<file path="src/rtl/pit_timer.sv">
`timescale 1ns/1ps
module pit_timer (
  input  logic       clk,
  input  logic       rst_n,
  input  logic       cnt_tick,
  input  logic [1:0] addr,
  input  logic       wr_en,
  input  logic       rd_en,
  input  logic [7:0] wdata,
  output logic [7:0] rdata,
  output logic [2:0] tmr_out
);
  localparam int NCH = 3;
  localparam logic [1:0] CTRL = 2'd3;
  localparam logic [1:0] ACC_LATCH = 2'd0, ACC_LO = 2'd1, ACC_HI = 2'd2, ACC_WORD = 2'd3;

  function automatic logic [15:0] dec1(input logic [15:0] v, input logic bcd);
    logic [15:0] r;
    logic b;
    r = v - 16'd1;
    if (bcd) begin
      r = v;
      b = 1'b1;
      for (int d = 0; d < 4; d++)
        if (b) begin
          if (v[4*d +: 4] == 4'd0) r[4*d +: 4] = 4'd9;
          else begin
            r[4*d +: 4] = v[4*d +: 4] - 4'd1;
            b = 1'b0;
          end
        end
    end
    return r;
  endfunction

  logic cw_wr;
  logic [7:0] rd_byte [4];
  assign cw_wr = wr_en && addr == CTRL;
  assign rd_byte[3] = 8'h00;
  assign rdata = rd_byte[addr];

  genvar i;
  generate
    for (i = 0; i < NCH; i++) begin : g_ch
      logic [1:0]  acc, mode;
      logic        bcd, held, wait_ld, wr_hi, rd_hi, q;
      logic [15:0] reload, count, hold, new_val, src, dn1, dn2, even_rl;
      logic        sel_cw, do_latch, do_setup, hit_wr, hit_rd, load_done;
      logic        is_rate, is_sq, sq_term;

      assign sel_cw    = cw_wr && wdata[7:6] == 2'(i);
      assign do_latch  = sel_cw && wdata[5:4] == ACC_LATCH;
      assign do_setup  = sel_cw && wdata[5:4] != ACC_LATCH;
      assign hit_wr    = wr_en && addr == 2'(i);
      assign hit_rd    = rd_en && addr == 2'(i);
      assign load_done = hit_wr && (acc != ACC_WORD || wr_hi);
      assign is_rate   = mode == 2'b10;
      assign is_sq     = mode == 2'b11;
      assign dn1       = dec1(count, bcd);
      assign dn2       = dec1(dn1, bcd);
      assign even_rl   = {reload[15:1], 1'b0};
      assign sq_term   = (q && reload[0]) ? count == 16'd0 : count == 16'd2;
      assign src       = held ? hold : count;
      assign tmr_out[i] = q;

      always_comb
        case (acc)
          ACC_LO:  new_val = {8'h00, wdata};
          ACC_HI:  new_val = {wdata, 8'h00};
          default: new_val = {wdata, reload[7:0]};
        endcase

      assign rd_byte[i] = (acc == ACC_HI || (acc == ACC_WORD && rd_hi)) ? src[15:8] : src[7:0];

      always_ff @(posedge clk or negedge rst_n)
        if (!rst_n) begin
          acc <= ACC_WORD; mode <= 2'b00; bcd <= 1'b0;
          reload <= '0; count <= '0; hold <= '0;
          held <= 1'b0; wait_ld <= 1'b1; wr_hi <= 1'b0; rd_hi <= 1'b0; q <= 1'b0;
        end else begin
          if (do_setup) begin
            acc <= wdata[5:4]; mode <= wdata[2:1]; bcd <= wdata[0];
            wait_ld <= 1'b1; wr_hi <= 1'b0; rd_hi <= 1'b0; held <= 1'b0; q <= wdata[2];
          end else if (hit_wr) begin
            if (acc == ACC_WORD) wr_hi <= ~wr_hi;
            if (load_done) begin
              reload  <= new_val;
              count   <= is_sq ? {new_val[15:1], 1'b0} : new_val;
              wait_ld <= 1'b0;
              q       <= is_rate || is_sq;
            end else reload[7:0] <= wdata;
          end else if (cnt_tick && !wait_ld) begin
            if (is_sq) begin
              if (sq_term) begin q <= ~q; count <= even_rl; end
              else count <= dn2;
            end else if (is_rate) begin
              if (count == 16'd1) begin q <= 1'b1; count <= reload; end
              else begin
                count <= dn1;
                if (count == 16'd2) q <= 1'b0;
              end
            end else begin
              count <= dn1;
              if (count == 16'd1) q <= 1'b1;
            end
          end
          if (do_latch && !held) begin
            held <= 1'b1; hold <= count; rd_hi <= 1'b0;
          end
          if (hit_rd) begin
            if (acc == ACC_WORD) rd_hi <= ~rd_hi;
            if (held && (acc != ACC_WORD || rd_hi)) held <= 1'b0;
          end
        end
    end
  endgenerate
endmodule

</file>
<file path="config.mk">
export PLATFORM = sky130hd
export DESIGN_NAME = pit_timer
export DESIGN_NICKNAME = d
export VERILOG_FILES = /design/src/rtl/pit_timer.sv
export SDC_FILE = /design/constraint.sdc
export NUM_CORES = 1
export LEC_CHECK = 0
export BUFFER_PORTS_ARGS = -buffer_cell sky130_fd_sc_hd__clkbuf_2
export CAP_MARGIN = 5
export CORE_ASPECT_RATIO = 0.75
export CORE_MARGIN = 8
export CORE_UTILIZATION = 50
export CTS_CLUSTER_DIAMETER = 100
export CTS_CLUSTER_SIZE = 12
export DETAILED_ROUTE_END_ITERATION = 10
export PLACE_DENSITY = 0.68
export RECOVER_POWER = 25
export SKIP_LAST_GASP = 1
export SLEW_MARGIN = 10
export SYNTH_ARGS = -nofsm -noshare
export SYNTH_HDL_FRONTEND = slang
export SYNTH_SLANG_ARGS = --single-unit
</file>
<file path="constraint.sdc">
create_clock -name clk -period 3.2 [get_ports clk]
set_input_delay 0.8 -clock clk [delete_from_list [all_inputs] [get_ports clk]]
set_output_delay 0.8 -clock clk [all_outputs]
set_load 0.01 [all_outputs]
</file>
==> results by group <==
Floorplan
  – Row count: 52
  – Initial core utilization: 0.510
  – Floorplan core area: 0.0271 mm2
  – Die height: 160 um
  – I/O pin count: 26
  – Die ar.: 0.0333 mm2
  – Die width: 208 um

Setup path
  – CP max FO: 8
  – Critical Path Source: g_ch[1].acc[0]$_DFFE_PN1P_
  – Setup Crit Path Kind: reg2out
  – Critical path required time: 2400 ps
  – Reg2reg path depth: 8
  – Launch point of the worst reg-to-reg path: g_ch[2].count[10]$_DFFE_PN0P_
  – Critical Path AT: 2500 ps
  – Reg2reg setup slack: 160 ps
  – Worst setup EP type: output pin
  – Worst setup SP type: register

Timing
  – Setup-failing EPs final: 6
  – Rel. slew slack: -0.368
  – Period utilization: 1.03
  – Max-slew violation count: 77
  – Fmax achieved: 303 MHz
  – Period minus WS final: 3300 ps
  – Slew @ Worst Pin: 2050 ps
  – Setup WS post-layout: -100 ps
  – Final Hold Fails: 0
  – Worst Skew: 10.6 ps
  – RSZ-0062 raised after global routing: true

Finish
  – Layout Nets: 1,774
  – Area Overhead vs Synth: 13.9%
  – Fill count: 2,456
  – Share of cells above drive strength 1: 0.209
  – Area of the multi-input gates: 0.00883 mm2
  – Register Area: 0.00437 mm2
  – Design Area, Final: 0.0158 mm2
  – Final core occ: 0.581
  – Inserted Diodes: 0

Logic synthesis
  – Post-synth EDFFs: 0
  – Largest cells by area after synthesis: dfrtp_1 (30%), nand2_1 (5.8%), o21ai_0 (5.2%)
  – Area leader, netlist: dfrtp_1
  – Ys Warns: 0
  – Top cell type's share of synthesized area: 0.298
  – Synthesized flop and latch total: 174
  – Ys flop type: dfrtp_1
  – Mapped cell area: 0.0138 mm2
  – Sequential fraction of the synthesis area: 0.315
  – Cells after Synth: 1,654
  – Async S/R FF share, synth: 1.00
  – Synth cell types: 104
  – Post-synthesis area per instance: 8.37 um2
  – Syn_nets: 1,693

Global routing
  – Gr usage total: 0.284
  – Initial antenna violation count: 0
  – Vias in the first global route: 13.2k
  – Global-route wire length before repair: 75.8 mm
  – Remaining global-route overflow: 0
  – Largest net degree at the start of global routing: 78

Pwr
  – Tot Pwr: 0.0139 W
  – Pwr/cell area: 881 mW/mm2
  – VDD IR max: 0.542 mV
  – Lkg Pwr: 6.47 nW

Clocking
  – CTS max path bufs: 2
  – TritonCTS Buffers: 17
  – CTS H-Tree Depth: 4
  – Post-CTS Hold Fix Bufs: 0
  – Worst-Skew Late Latency: 460 ps
  – CTS tree: yes
  – Clk root buf: clkbuf_16
  – Clock sinks: 174
  – Clock-pin slew on the worst setup and hold paths: 80 ps

Route
  – Avg WL per Cell: 22.8 um
  – DRT Pass-1 Iters: 6
  – DRC violations left: 0
  – Via density: 6.64
  – Vias: 13.9k
  – Metal1 wirelength: 20.7 mm
  – Routed WL: 47.9 mm
  – WL met3: 5.07 mm
  – Antenna-violating nets left: 0
  – Met2 wire length: 20.9 mm
  – Max Used Layer: met4
  – Starting DRC count in detailed routing: 1,643

Outcome
  – Status: finished, violations left
  – Failing checks: capacitance limit, slew limit, setup timing

Placement
  – Placed cell areas: 0.0150 mm2
  – DP HPWL: 35.4 mm
  – Port bufs: 25
  – GP Congestion: 0.973

Worst hold path
  – Min-Delay Path Class: reg2reg
  – Hold path cells: 2
  – Hold Crit Start: g_ch[2].wait_ld$_DFFE_PN1P_

Job
  – Max-Cap Viols: 1
-- logic make-up (layout without fill, tap and decap cells) --
group	after synthesis	count (layout)	share of synthesized area
AND/OR/NAND/NOR	607	607	0.224
buffers and inverters	178	272	0.0586
adder cells (fa/ha/maj)	24	24	0.0217
multiplexers	99	99	0.0973
AO/OA/AOI/OAI	523	523	0.252
flip-flops	174	174	0.315
XOR/XNOR	49	49	0.0310
-- cell usage in the layout, fill, tap and decap left out, types with 16 or more instances in the layout --
| cell | count |
|---|---|
| mux4_2 | 23 |
| dfrtp_1 | 165 |
| o21ai_0 | 134 |
| mux2i_1 | 32 |
| nand2_1 | 213 |
| a31oi_1 | 30 |
| xnor2_1 | 31 |
| xor2_1 | 18 |
| a221oi_1 | 16 |
| a22o_1 | 26 |
| o221ai_1 | 20 |
| a211oi_1 | 18 |
| ha_1 | 18 |
| a21oi_1 | 97 |
| clkbuf_2 | 23 |
| nor4_1 | 17 |
| buf_4 | 159 |
| clkbuf_16 | 17 |
| nand3_1 | 49 |
| nand2b_1 | 24 |
| nor3_1 | 39 |
| mux2_2 | 42 |
| o211ai_1 | 20 |
| nor2_1 | 112 |
| nand4_1 | 16 |
| inv_1 | 46 |
-- registers in the layout, indices dropped and copies added (netlist names) --
name	count
g_ch.rd_hi	3
g_ch.mode	6
g_ch.wait_ld	3
g_ch.bcd	3
g_ch.acc	6
g_ch.q	3
g_ch.wr_hi	3
g_ch.reload	48
g_ch.held	3
g_ch.hold	48
g_ch.count	48
-- final cells by class --
type                            instances  area share
Clock buffer                           19      0.0274
Inverter                               50      0.0121
Multi-Input combinational cell       1302       0.560
Sequential cell                       174       0.277
Timing Repair Buffer                  190      0.0883
Clock inverter                         13     0.00777
Tap cell                              351      0.0278
-- metal layers --
layer | up-vias | GRT usage
met5 | - | 0
met4 | 0 | 0.0937
met3 | 95 | 0.0685
met2 | 788 | 0.429
met1 | 6699 | 0.394
li1 | 6354 | -
-- final timing paths --
check,endpoint
setup / recovery,rdata[5]
hold / removal,g_ch[2].wait_ld$_DFFE_PN1P_
setup reg to reg,g_ch[2].count[0]$_DFFE_PN0P_
hold reg to reg,g_ch[2].wait_ld$_DFFE_PN1P_
max in group asynchronous,g_ch[2].count[6]$_DFFE_PN0P_
min in group asynchronous,g_ch[0].count[14]$_DFFE_PN0P_
-- where the power goes --
part | switching, W | total (W) | internal [W]
logic | 0.00469 | 0.00800 | 0.00331
clock network | 0.00105 | 0.00208 | 0.00103
registers | 0.000873 | 0.00381 | 0.00294
total | 0.00661 | 0.0139 | 0.00728
-- worst max-delay path: stages (launching register included) --
cell     delay [ps]
dfstp_2         560
inv_2            50
ha_4            160
a21oi_4         140
buf_8           160
mux4_2          590
mux2i_1         160
o21ai_1          70
buf_2           140
-- per-stage QoR --
stage,setup WS [ps],hold WS [ps],instances,TNS (ps)
after floorplan,40.7,439,1654,0
after detailed placement,44.1,452,2057,0
after CTS,-94.2,401,2096,-435
final,-100,466,2099,-435
after global placement,158,451,2057,0
after global routing,-174,486,2099,-3200
-- Yosys cell counts (all sizes together), types with 31 or more instances --
cell type and n:
nor3 43, nor2 112, clkbuf 107, nand2 213
a21oi 100, xnor2 31, mux2 42, nand3 51
dfrtp 165, o21ai 148, mux2i 33, inv 48
-- what timing repair did --
item,4_1_cts,5_1_grt
pin swaps,3,2
resized for setup,20,30
setup buffers,7,3
setup endpoints to repair,8,19
No activity file was read; power rests on OpenSTA's default activity.
